[src/rtl/fhw_pkg.sv]
// Shared constants and types for the FIFO head-element window bridge.
// Assumes a 128-word window region made of four 32-word slots.
package fhw_pkg;
    localparam int SLOT_W     = 5;   // word-offset bits inside a slot
    localparam int REGION_W   = 7;   // bits spanned by the whole window region
    localparam int SPAN_FRAME = 18;  // words reserved for a frame element
    localparam int SPAN_EVENT = 3;   // words reserved for an event element
    localparam int N_WIN      = 4;

    typedef enum logic [1:0] {
        WIN_TX  = 2'd0,
        WIN_RXA = 2'd1,
        WIN_RXB = 2'd2,
        WIN_EVT = 2'd3
    } win_e;
endpackage

[src/rtl/fhw_decode.sv]
// Address decoder: decides whether a host word address falls inside one of
// the four windows. It returns the window and the word offset inside it.
// Assumes WIN_BASE is aligned to the 128-word region.
module fhw_decode
    import fhw_pkg::*;
#(
    parameter int          AW       = 16,
    parameter logic [AW-1:0] WIN_BASE = '1
) (
    input  logic [AW-1:0]     addr,
    output logic              in_win,
    output win_e              sel,
    output logic [SLOT_W-1:0] off
);
    logic region_hit;
    logic [SLOT_W-1:0] span;

    // Split the address into region tag, slot select and offset; check span.
    always_comb begin
        region_hit = (addr[AW-1:REGION_W] == WIN_BASE[AW-1:REGION_W]);
        sel        = win_e'(addr[REGION_W-1:SLOT_W]);
        off        = addr[SLOT_W-1:0];
        span       = (sel == WIN_EVT) ? SLOT_W'(SPAN_EVENT) : SLOT_W'(SPAN_FRAME);
        in_win     = region_hit && (off < span);
    end
endmodule

[src/rtl/fhw_slot.sv]
// Per-window context: checks legality of an access, holds the element index
// captured at offset 0, computes the physical RAM address and produces the
// registered completion and error pulses.
// Assumes esize is between 1 and 18 and stays stable during an element.
module fhw_slot
    import fhw_pkg::*;
#(
    parameter int AW     = 16,
    parameter int IDXW   = 5,
    parameter bit DIR_WR = 1'b0
) (
    input  logic              clk,
    input  logic              rst_n,
    input  logic              hit,
    input  logic              is_write,
    input  logic [SLOT_W-1:0] off,
    input  logic [SLOT_W-1:0] esize,
    input  logic [AW-1:0]     base,
    input  logic [IDXW-1:0]   live_idx,
    input  logic              blocked,
    output logic              grant,
    output logic [AW-1:0]     phys,
    output logic              err_q,
    output logic              done_q,
    output logic [IDXW-1:0]   done_idx
);
    logic            oob;
    logic            wrong_dir;
    logic            first;
    logic            last;
    logic [IDXW-1:0] idx_q;
    logic [IDXW-1:0] use_idx;

    // Legality of the current access and position inside the element.
    always_comb begin
        oob       = (off >= esize);
        wrong_dir = (is_write != DIR_WR);
        grant     = hit && !oob && !wrong_dir && !blocked;
        first     = (off == '0);
        last      = (off == esize - SLOT_W'(1));
        use_idx   = first ? live_idx : idx_q;
        phys      = base + AW'(use_idx) * AW'(esize) + AW'(off);
    end

    // Capture the index on a granted first word; keep it for the element.
    always_ff @(posedge clk) begin
        if (!rst_n)
            idx_q <= '0;
        else if (grant && first)
            idx_q <= live_idx;
    end

    // One-cycle completion and error pulses, registered after the access.
    always_ff @(posedge clk) begin
        if (!rst_n) begin
            done_q   <= 1'b0;
            err_q    <= 1'b0;
            done_idx <= '0;
        end else begin
            done_q   <= grant && last;
            err_q    <= hit && !grant;
            done_idx <= use_idx;
        end
    end

    assert_idx_hold_R6: assert property (@(posedge clk) disable iff (!rst_n)
        !(grant && first) |=> $stable(idx_q));

    assert_oob_block_R7: assert property (@(posedge clk) disable iff (!rst_n)
        (hit && off >= esize) |-> !grant);

    assert_err_excl_R8: assert property (@(posedge clk) disable iff (!rst_n)
        err_q |-> !done_q);
endmodule

[src/rtl/fhw_bridge.sv]
// Top: FIFO head-element window bridge. It decodes host accesses, sends
// window accesses to the current head element of the matching FIFO, forwards
// all other addresses unchanged, and turns last-word transfers into transmit
// requests or FIFO acknowledges.
// Assumes a downstream port with one-cycle read latency and one access per cycle.
module fhw_bridge
    import fhw_pkg::*;
#(
    parameter int            AW       = 16,
    parameter int            DW       = 32,
    parameter int            IDXW     = 5,
    parameter logic [AW-1:0] WIN_BASE = 16'hFF80,
    localparam int           NBUF     = 1 << IDXW
) (
    input  logic              clk,
    input  logic              rst_n,
    input  logic              h_req,
    input  logic              h_we,
    input  logic [AW-1:0]     h_addr,
    input  logic [DW-1:0]     h_wdata,
    output logic [DW-1:0]     h_rdata,
    output logic              d_req,
    output logic              d_we,
    output logic [AW-1:0]     d_addr,
    output logic [DW-1:0]     d_wdata,
    input  logic [DW-1:0]     d_rdata,
    input  logic [AW-1:0]     cfg_tx_base,
    input  logic [4:0]        cfg_tx_esize,
    input  logic [AW-1:0]     cfg_rx0_base,
    input  logic [4:0]        cfg_rx0_esize,
    input  logic [AW-1:0]     cfg_rx1_base,
    input  logic [4:0]        cfg_rx1_esize,
    input  logic [AW-1:0]     cfg_evt_base,
    input  logic              cfg_evt_stamp,
    input  logic [IDXW-1:0]   tx_put_idx,
    input  logic              tx_full,
    input  logic [IDXW-1:0]   rx0_get_idx,
    input  logic              rx0_empty,
    input  logic [IDXW-1:0]   rx1_get_idx,
    input  logic              rx1_empty,
    input  logic [IDXW-1:0]   evt_get_idx,
    input  logic              evt_empty,
    output logic [NBUF-1:0]   tx_req_set,
    output logic              rx0_ack,
    output logic              rx1_ack,
    output logic              evt_ack,
    output logic              win_err
);
    logic              in_win;
    win_e              sel;
    logic [SLOT_W-1:0] off;

    logic [AW-1:0]     base_a   [N_WIN];
    logic [SLOT_W-1:0] esize_a  [N_WIN];
    logic [IDXW-1:0]   idx_a    [N_WIN];
    logic              block_a  [N_WIN];
    logic [AW-1:0]     phys_a   [N_WIN];
    logic [IDXW-1:0]   didx_a   [N_WIN];
    logic [N_WIN-1:0]  grant_v;
    logic [N_WIN-1:0]  done_v;
    logic [N_WIN-1:0]  err_v;
    logic              zero_rd_q;

    fhw_decode #(.AW(AW), .WIN_BASE(WIN_BASE)) u_decode (
        .addr   (h_addr),
        .in_win (in_win),
        .sel    (sel),
        .off    (off)
    );

    // Collect per-window configuration and controller status into arrays.
    always_comb begin
        base_a[WIN_TX]   = cfg_tx_base;
        base_a[WIN_RXA]  = cfg_rx0_base;
        base_a[WIN_RXB]  = cfg_rx1_base;
        base_a[WIN_EVT]  = cfg_evt_base;
        esize_a[WIN_TX]  = cfg_tx_esize;
        esize_a[WIN_RXA] = cfg_rx0_esize;
        esize_a[WIN_RXB] = cfg_rx1_esize;
        esize_a[WIN_EVT] = cfg_evt_stamp ? SLOT_W'(3) : SLOT_W'(2);
        idx_a[WIN_TX]    = tx_put_idx;
        idx_a[WIN_RXA]   = rx0_get_idx;
        idx_a[WIN_RXB]   = rx1_get_idx;
        idx_a[WIN_EVT]   = evt_get_idx;
        block_a[WIN_TX]  = tx_full;
        block_a[WIN_RXA] = rx0_empty;
        block_a[WIN_RXB] = rx1_empty;
        block_a[WIN_EVT] = evt_empty;
    end

    for (genvar g = 0; g < N_WIN; g++) begin : g_slot
        fhw_slot #(.AW(AW), .IDXW(IDXW), .DIR_WR(g == 0)) u_slot (
            .clk      (clk),
            .rst_n    (rst_n),
            .hit      (h_req && in_win && (sel == win_e'(g))),
            .is_write (h_we),
            .off      (off),
            .esize    (esize_a[g]),
            .base     (base_a[g]),
            .live_idx (idx_a[g]),
            .blocked  (block_a[g]),
            .grant    (grant_v[g]),
            .phys     (phys_a[g]),
            .err_q    (err_v[g]),
            .done_q   (done_v[g]),
            .done_idx (didx_a[g])
        );
    end

    // Downstream request: translated inside windows, unchanged outside.
    always_comb begin
        d_req   = h_req && (!in_win || (|grant_v));
        d_we    = h_we;
        d_wdata = h_wdata;
        d_addr  = in_win ? phys_a[sel] : h_addr;
    end

    // Remember reads that were refused so their data returns as zero.
    always_ff @(posedge clk) begin
        if (!rst_n)
            zero_rd_q <= 1'b0;
        else
            zero_rd_q <= h_req && !h_we && in_win && !(|grant_v);
    end

    // Return read data and map completion pulses to request/acknowledge outputs.
    always_comb begin
        h_rdata    = zero_rd_q ? '0 : d_rdata;
        tx_req_set = done_v[WIN_TX] ? (NBUF'(1) << didx_a[WIN_TX]) : '0;
        rx0_ack    = done_v[WIN_RXA];
        rx1_ack    = done_v[WIN_RXB];
        evt_ack    = done_v[WIN_EVT];
        win_err    = |err_v;
    end

    assert_fwd_addr_R1: assert property (@(posedge clk) disable iff (!rst_n)
        (h_req && !in_win) |-> (d_req && d_addr == h_addr));

    assert_req_onehot_R3: assert property (@(posedge clk) disable iff (!rst_n)
        $onehot0(tx_req_set));
endmodule

[config.mk]
export PLATFORM = sky130hd
export DESIGN_NAME = fhw_bridge
export DESIGN_NICKNAME = d
export VERILOG_FILES = /design/src/rtl/fhw_pkg.sv /design/src/rtl/fhw_decode.sv /design/src/rtl/fhw_slot.sv /design/src/rtl/fhw_bridge.sv
export SDC_FILE = /design/constraint.sdc
export NUM_CORES = 1
export LEC_CHECK = 0
export ABC_AREA = 1
export BUFFER_PORTS_ARGS = -buffer_cell sky130_fd_sc_hd__buf_4
export CAP_MARGIN = 30
export CORE_MARGIN = 2
export CORE_UTILIZATION = 45
export CTS_CLUSTER_DIAMETER = 120
export CTS_CLUSTER_SIZE = 25
export DETAILED_ROUTE_END_ITERATION = 10
export HOLD_SLACK_MARGIN = 0.06
export PLACE_DENSITY = 0.79
export SLEW_MARGIN = 5
export SYNTH_ARGS = -nofsm -noshare
export SYNTH_HDL_FRONTEND = slang
export SYNTH_HIERARCHICAL = 1
export SYNTH_SLANG_ARGS = --single-unit
[constraint.sdc]
create_clock -name clk -period 6.1 [get_ports clk]
set_clock_uncertainty 0.1 [all_clocks]
set_input_delay 0.61 -clock clk [delete_from_list [all_inputs] [get_ports clk]]
set_output_delay 0.61 -clock clk [all_outputs]
set_load 0.02 [all_outputs]
; ---- Word-level counts from Yosys, hierarchy flattened
; Index checks and enable logic that the tools add are counted.
[totals]
reg_bits = 34
latch_bits = 0
mem_bits_rw = 0
romBits = 0
input_bits = 188
out_inout_bits = 118
elab_cells = 112
mem_count = 0
[classes]
n_addsub = 12
n_mul = 4
n_div = 0
magnitude_cmp = 6
n_eq_ne = 8
n_shift = 1
mux = 12
bitwise_logic = 1
n_reduce_logical = 54
[ops]
columns = operator, n
row1 = 16-bit by 10-bit adder with 16-bit output, 4
row2 = 16-bit by 5-bit adder with 16-bit output, 4
row3 = 32-bit 2-to-1 mux, 2
row4 = 16-bit 2-to-1 mux, 3
row5 = 1-bit logical AND, 34
row6 = 16-bit binary-select mux with 2-bit select, 1
row7 = 1-bit by 5-bit << shifter with 32-bit output (first input constant), 1
row8 = 5-bit by 5-bit multiplier with 10-bit output, 3
row9 = 5-bit 2-to-1 mux, 5
row10 = 5-bit equality test, 4
row11 = 5-bit greater-or-equal comparator, 3
row12 = 1-bit zero test, 15
row13 = 5-bit by 1-bit subtractor with 5-bit output (second input constant), 3
row14 = 9-bit equality test (second input constant), 1
row15 = 4-bit OR reduction, 2
row16 = 5-bit by 2-bit multiplier with 7-bit output, 1
row17 = 5-bit by 2-bit greater-or-equal comparator with 1-bit output, 1
row18 = 5-bit zero test, 1
row19 = 5-bit < comparator, 1
row20 = 2-bit equality test (second input constant), 2
row21 = 3-bit greater-or-equal comparator (second input constant), 1
row22 = 2-bit NOT with 3-bit output, 1
row23 = 2-bit by 1-bit subtractor with 3-bit output (second input constant), 1
row24 = 2-bit by 1-bit equality test with 1-bit output (second input constant), 1
row25 = other kinds (3), 3

; ---- Longest topological paths before layout
; Gate-level depths: netlist (run 1).
[logic_depth]
ltp_word = 12
mapped_depth = 30
depth_no_buf = 29

; ---- By module
; The synthesis (run 1) kept the hierarchy.
[by_module_without_submodules]
columns = module, instances, cells_per_inst, area_each_um2, seq_area_each_um2
row1 = fhw_slot at g_slot[2].u_slot ..., 2, 303, 2180.8, 240.2
row2 = fhw_slot at g_slot[0].u_slot, 1, 306, 2209.6, 240.2
row3 = fhw_slot at g_slot[1].u_slot, 1, 305, 2184.6, 240.2
row4 = fhw_bridge, 1, 384, 1757.9, 20.0
row5 = fhw_decode, 1, 33, 167.7, 0.0

; ---- Worst setup path after synthesis (run 1)
; No wires, ideal clock.
[synth_timing]
kind = input port to output port
startpoint = in h_addr[2]
endpoint = out d_addr[15]
arrival_time_ns = 5.313
required_time_ns = 5.390
path_slack_ns = 0.077
stages = 28
n_path_buf = 1
cell_sequence = buf_4 -> or2_4 -> nor4_4 -> inv_4 -> nand2_1 -> o21ai_2 -> or2_1 -> fa_1 -> fa_1 -> inv_1 -> fa_1 -> inv_1 -> fa_1 -> inv_1 -> ha_1 -> a21oi_1 -> nand2_1 -> nand2_1 -> nand2_1 -> nand3_1 -> nand2_1 -> xor2_1 -> nand2_1 -> nand2_1 -> nand2_1 -> nand2_1 -> nand2_1 -> nand2_1
[synth_rtl]
columns = item, line
row1 = start: declaration, fhw_bridge.sv:19  ; input logic [AW-1:0] h_addr,
row2 = end: declaration, fhw_bridge.sv:24  ; output logic [AW-1:0] d_addr,

==> impl_metrics.ini, run 1 <==
[layout]
fin_nets = 2307
nFillCells = 2091
final_core_util_pct = 59.7
synthToLayoutAreaGrowth_pct = 30.6
stdcell_count = 2181
drive_gt1_share_pct = 25.9

[yosys]
ys_warn_count = 6
netlist_instances = 1604
synth_area_per_cell_um2 = 6.44
synth_area_mm2 = 0.0103

[worst_setup_path]
cpMaxStageDelayCell = fa_1
end_kind = output port
reg2reg_slack_ns = 5.19
slowest_delay_ns = 0.53
crit_type = primary input to output port
worstRegToRegCells = 5
start_kind = primary input
cp.required_ns = 5.39
crit_fanout = 7
timing.rr.end = g_slot[0].u_slot/done_idx[1]
arrival_ns = 5.43
reg2reg_from = g_slot[0].u_slot/idx_q[1]
critPathMostFrequentCell = nand2_1

[routing]
drtIter0Drc = 629
drc = 0
first_pass_iters = 6
wirelength_um = 31900
vias = 11100
ant_nets = 0
avgRoutedWirePerCell_um = 14.6
drt-vias-per-instance = 5.10

[cts]
clk_pin_slew_ns = 0.06
cts_tree = yes
cts_buffers = 5
clk_latency_ns = 0.29
cts-root-buf = clkbuf_16
cts.sinks = 34
h-tree-depth = 2
cts_buffer_depth = 2
cts-hold-fix-buffers = 0

[hold_path]
hold_start = g_slot[2].u_slot/idx_q[0]
worstHoldEndpoint = g_slot[2].u_slot/idx_q[0]
hold_class = register to register
min_path_cells = 4

[power_and_ir_drop]
irDropWorstVdd_uv = 83.9
p_leak_nw = 7.83
p_total_mw = 1.42
powerDensity_mw_per_mm2 = 106

[sta]
period_needed_ns = 6.14
tns_ns = -0.100
max_slew.worst_pin.slew_ns = 0.550
grt_setup_unrepaired = yes
slew_violations = 0
timing.slew.headroom_pct = 63.3
fmax_mhz = 163
fin_crit_sh_pct = 101
finalWorstSetupSlack_ns = -0.0376
whs_ns = 0.420
timing.final.hold_violations = 0
setup_viol = 6

[floorplan]
die_w_um = 155
die_y_um = 155
rows = 55
coreArea_mm2 = 0.0226
ioPinCount = 306
die-area_mm2 = 0.0242
start_util_pct = 45.7

[global_route]
grt_pass1_wl_um = 49300
grt_antenna_before_repair = 1
grt-ovfl-total = 0
grt_max_degree = 39
grt_pass1_vias = 10600
grt_use_total_pct = 25.3

[place]
placed_cells = 2157
port_buffers = 241
place_congestion = 1.01
post-dp-hpwl_um = 26400

[status]
outcome = finished, violations left
violations = negative setup slack

[flow_run]
max_cap_viol_count = 0
power by group:
part / switching, mW / internal, mW
Sequential: 0.000624 / 0.222
Clock: 0.112 / 0.162
Combinational: 0.514 / 0.412
Total: 0.627 / 0.797
worst max-delay path: cells and delay by family:
family          cells  cell delay, ns
fa+ha+maj           5            2.33
simple gates       13            1.28
xor+xnor            1            0.14
compound gates      2            0.22
buf+inv             9            0.86
worst max-delay path by stage:
stage	startpoint	endpoint	slack (ns)	cells after the start
after floorplan	h_addr[2]	d_addr[15]	0.09	28
after global placement	h_addr[2]	d_addr[15]	-0.13	29
after detailed placement	h_addr[2]	d_addr[15]	-0.19	30
after CTS	h_addr[3]	d_addr[15]	-0.04	29
after global routing	h_addr[2]	d_addr[10]	-0.27	28
final	h_addr[2]	d_addr[7]	-0.04	30
registers in the layout (all words and copies together), names as in the netlist:
register                count
g_slot.u_slot/idx_q        20
g_slot.u_slot/done_idx      5
zero_rd_q                   1
g_slot.u_slot/done_q        4
g_slot.u_slot/err_q         4
layout by cell type (no fill, tap or decap), drive strengths merged:
cell,instances
a21o,4
a21oi,56
a22oi,4
and2,1
and3,1
buf,334
clkbuf,8
clkinv,8
conb,11
dfxtp,34
diode,1
fa,80
ha,145
inv,283
nand2,436
nand3,67
nand4,20
nor2,255
nor3,10
nor4,8
o21ai,49
o21bai,4
or2,11
xnor2,20
xor2,46
what timing repair did:
| item | CTS | global route |
|---|---|---|
| gates cloned | 0 | 1 |
| endpoints found under the setup margin | 11 | 12 |
| pin swaps | 44 | 66 |
| resized for setup | 53 | 91 |
| setup buffers | 5 | 8 |
per-layer routing:
| layer | global-route usage, % | up-vias | part of all wire [%] |
|---|---|---|---|
| met1 | 29.4 | 5125 | 39 |
| met4 | 10.8 | 0 | 4.3 |
| met5 | 0 | - | 0 |
| met3 | 2.98 | 91 | 6.2 |
| li1 | - | 5465 | - |
| met2 | 46.8 | 446 | 50 |
stage by stage:
stage               instance area [µm²]  setup WS (ns)
global placement                  12700         -0.130
CTS                               13100        -0.0370
finish                            13500        -0.0376
global route                      13500         -0.269
detailed placement                12700         -0.188
floorplan                         10400         0.0857
area by class of cell:
class                      count  area (µm²)  share of cell area, %
clock buffer                   7         143                   1.06
antenna                        1        2.50                 0.0186
inverter                     289        1110                   8.25
clock inverter                 1        5.00                 0.0371
timing repair inverter         1        5.00                 0.0371
sequential                    34         681                   5.05
timing repair buffer         335        2610                   19.4
tap                          285         357                   2.65
multi-input combinational   1228        8560                   63.5
No activity file was read; power rests on OpenSTA's default activity.
==> run 2, diff against run 1 <==
--- a/config.mk
+++ b/config.mk
@@ -15,8 +15,8 @@
 export DETAILED_ROUTE_END_ITERATION = 10
 export HOLD_SLACK_MARGIN = 0.06
 export PLACE_DENSITY = 0.79
+export SKIP_LAST_GASP = 1
 export SLEW_MARGIN = 5
 export SYNTH_ARGS = -nofsm -noshare
 export SYNTH_HDL_FRONTEND = slang
-export SYNTH_HIERARCHICAL = 1
 export SYNTH_SLANG_ARGS = --single-unit
==> constraint.sdc (replaced) <==
create_clock -name clk -period 6.5 [get_ports clk]
set_clock_uncertainty 0.1 [all_clocks]
set_input_delay 0.65 -clock clk [delete_from_list [all_inputs] [get_ports clk]]
set_output_delay 0.65 -clock clk [all_outputs]
set_load 0.02 [all_outputs]
==> run 2 against run 1 <==
Against the previous run:
- global-route usage fell by 0.088 points
- synthesized cell count fell by 10%
- the run now ends clean
- sequential cell count did not move
- clock power fell by 14%
- critical path depth fell by 4
- critical endpoint is now d_addr[13]
- core utilization fell by 3.2 points
- sequential share of layout area rose by 0.96 points
- hold slack got worse by 0.058 ns
- largest cell class unchanged
- register-to-register slack improved by 0.39 ns
- first-iteration DRC count fell by 6.5%
- sequential power fell by 6%
==> impl_metrics.ini, run 2 <==
[sta]
max_slew.worst_pin.slew_ns = 0.665
setup_viol = 0
fin_crit_sh_pct = 96.0
timing.slew.headroom_pct = 55.5
tns_ns = 0
finalWorstSetupSlack_ns = 0.259
slew_violations = 0
grt_setup_unrepaired = no
fmax_mhz = 160
period_needed_ns = 6.24
timing.final.hold_violations = 0

[cts]
cts_buffer_depth = 2
clk_pin_slew_ns = 0.06
cts_tree = yes
h-tree-depth = 2
cts_buffers = 5
clk_latency_ns = 0.28
cts-root-buf = clkbuf_16
cts.sinks = 34

[yosys]
async_flop_share_pct = 0
synth_ff_type = dfxtp_1
yosysSeqAreaShare_pct = 7.48
ys_types = 49
synth_most_common_cell = inv_1
synth_area_mm2 = 0.00910
ys_warn_count = 0
yosys.area.top_type = ha_1
synth_commonest_cells = inv_1 (277), nand2_1 (273), nor2_1 (221)
synth-seq-cells = 34
synth_top_area_share_pct = 16.9
synth_edf_count = 0
synthesis.nets = 1814
synth.area.top_cells = ha_1 (17%), fa_1 (15%), inv_1 (11%)
synth_area_per_cell_um2 = 6.34
netlist_instances = 1436

[place]
dp_slack_ns = 0.0988
post-dp-hpwl_um = 23800
place_congestion = 0.948
dpl-instance-area_mm2 = 0.0110
port_buffers = 241

[worst_setup_path]
arrival_ns = 5.49
reg2reg_slack_ns = 5.58
start_kind = primary input
cpMaxStageDelayCell = fa_1
timing.rr.end = g_slot[0].u_slot.done_idx[3]
crit_start = h_addr[3]
cp.required_ns = 5.75
crit_type = primary input to output port
crit_fanout = 12
end_kind = output port
cp-endpoint = d_addr[13]
worstRegToRegCells = 4
reg2reg_from = g_slot[0].u_slot.idx_q[3]
slowest_delay_ns = 0.53

[routing]
drtIter0Drc = 588
drc = 0
first_pass_iters = 5
vias = 9694
drt-vias-per-instance = 5.06
avgRoutedWirePerCell_um = 14.3
ant_nets = 0
wirelength_um = 27500

[floorplan]
die-area_mm2 = 0.0214
die_y_um = 146
ioPinCount = 306
die_w_um = 146
rows = 52
start_util_pct = 45.4
coreArea_mm2 = 0.0200

[power_and_ir_drop]
powerDensity_mw_per_mm2 = 89.8
p_leak_nw = 6.33
p_total_mw = 1.02
irDropWorstVdd_uv = 71.9

[layout]
final_core_util_pct = 56.5
reg_top3 = g_slot.u_slot.idx_q x20, g_slot.u_slot.done_idx x5
drive_gt1_share_pct = 20.4
fin_nets = 2023
final_common_cell = inv_1
nFillCells = 1935
top_register = g_slot.u_slot.idx_q
final_cell_mix = inv_1 (277), nand2_1 (267), buf_4 (253), nor2_1 (216), ha_1 (120)
antennaDiodeCount = 0
postLayoutCellArea_mm2 = 0.0113
synthToLayoutAreaGrowth_pct = 24.4
largest_register_ffs = 20

[global_route]
grt_antenna_before_repair = 0
grt-ovfl-total = 0
grt_pass1_vias = 8972
grt_max_degree = 33
grt_use_total_pct = 25.2
grt_pass1_wl_um = 44100

[status]
outcome = complete, no violations

[hold_path]
hold_class = register to register

[flow_run]
max_cap_viol_count = 0
-- run 2: how the worst min path moves through the flow --
stage	start	endpoint	slack, ns	cells after the start
after floorplan	g_slot[3].u_slot.idx_q[0]	g_slot[3].u_slot.idx_q[0]	0.33	2
after global placement	g_slot[3].u_slot.idx_q[0]	g_slot[3].u_slot.idx_q[0]	0.35	2
after CTS	g_slot[3].u_slot.idx_q[0]	g_slot[3].u_slot.idx_q[0]	0.36	2
after detailed placement	g_slot[3].u_slot.idx_q[0]	g_slot[3].u_slot.idx_q[0]	0.35	2
after global routing	g_slot[3].u_slot.idx_q[0]	g_slot[3].u_slot.idx_q[0]	0.40	2
final	g_slot[3].u_slot.idx_q[0]	g_slot[3].u_slot.idx_q[0]	0.36	2
-- run 2: area by class of cell --
| type | instances | area, µm² | area share (%) |
|---|---|---|---|
| inverters | 294 | 1110 | 9.79 |
| flip-flops and latches | 34 | 681 | 6.01 |
| clock inverters | 3 | 21.3 | 0.188 |
| multi-input cells | 1053 | 7090 | 62.6 |
| clock buffers | 5 | 125 | 1.10 |
| repair buffers | 257 | 1960 | 17.3 |
| well taps | 270 | 338 | 2.98 |
-- run 2: through the flow --
stage          hold WS [ns]  cells
2_1_floorplan         0.331   1436
3_3_place_gp          0.347   1902
3_5_place_dp          0.354   1902
4_1_cts               0.363   1910
5_1_grt               0.398   1916
6_report              0.363   1916
-- run 2: report_power, final --
| part | internal (mW) | switching, mW |
|---|---|---|
| Sequential | 0.209 | 0.000596 |
| Combinational | 0.244 | 0.328 |
| Clock | 0.142 | 0.0940 |
-- run 2: what timing repair did --
item | 4_1_cts | 5_1_grt
buffers inserted | 0 | 5
gates resized for setup | 0 | 32
hold buffers | 0 | 0
endpoints found under the setup margin | 0 | 10
-- run 2: worst max-delay path, delay by kind of cell --
kind	cells	cell delay (ns)
fa+ha+maj	5	2.26
simple gates	12	1.51
compound gates	2	0.32
buf+inv	7	0.72
-- run 2: logic make-up after synthesis --
| group | count (synthesis) | synth area share (%) |
|---|---|---|
| and+or+nand+nor | 678 | 32.0 |
| buffers and inverters | 349 | 16.1 |
| adders and majority gates | 190 | 31.6 |
| AOI/OAI and AO/OA | 158 | 10.2 |
| DFF | 34 | 7.48 |
| xor gates and xnor gates | 26 | 2.50 |
| muxes | 1 | 0.110 |
-- run 2: routing by layer --
metal | track usage (%) | wire, µm | vias to the layer above
li1 | - | - | 4899
met1 | 32.2 | 11600 | 4356
met2 | 43.5 | 13200 | 382
met3 | 3.59 | 1820 | 57
met4 | 9.17 | 914 | 0
met5 | 0 | 0 | -
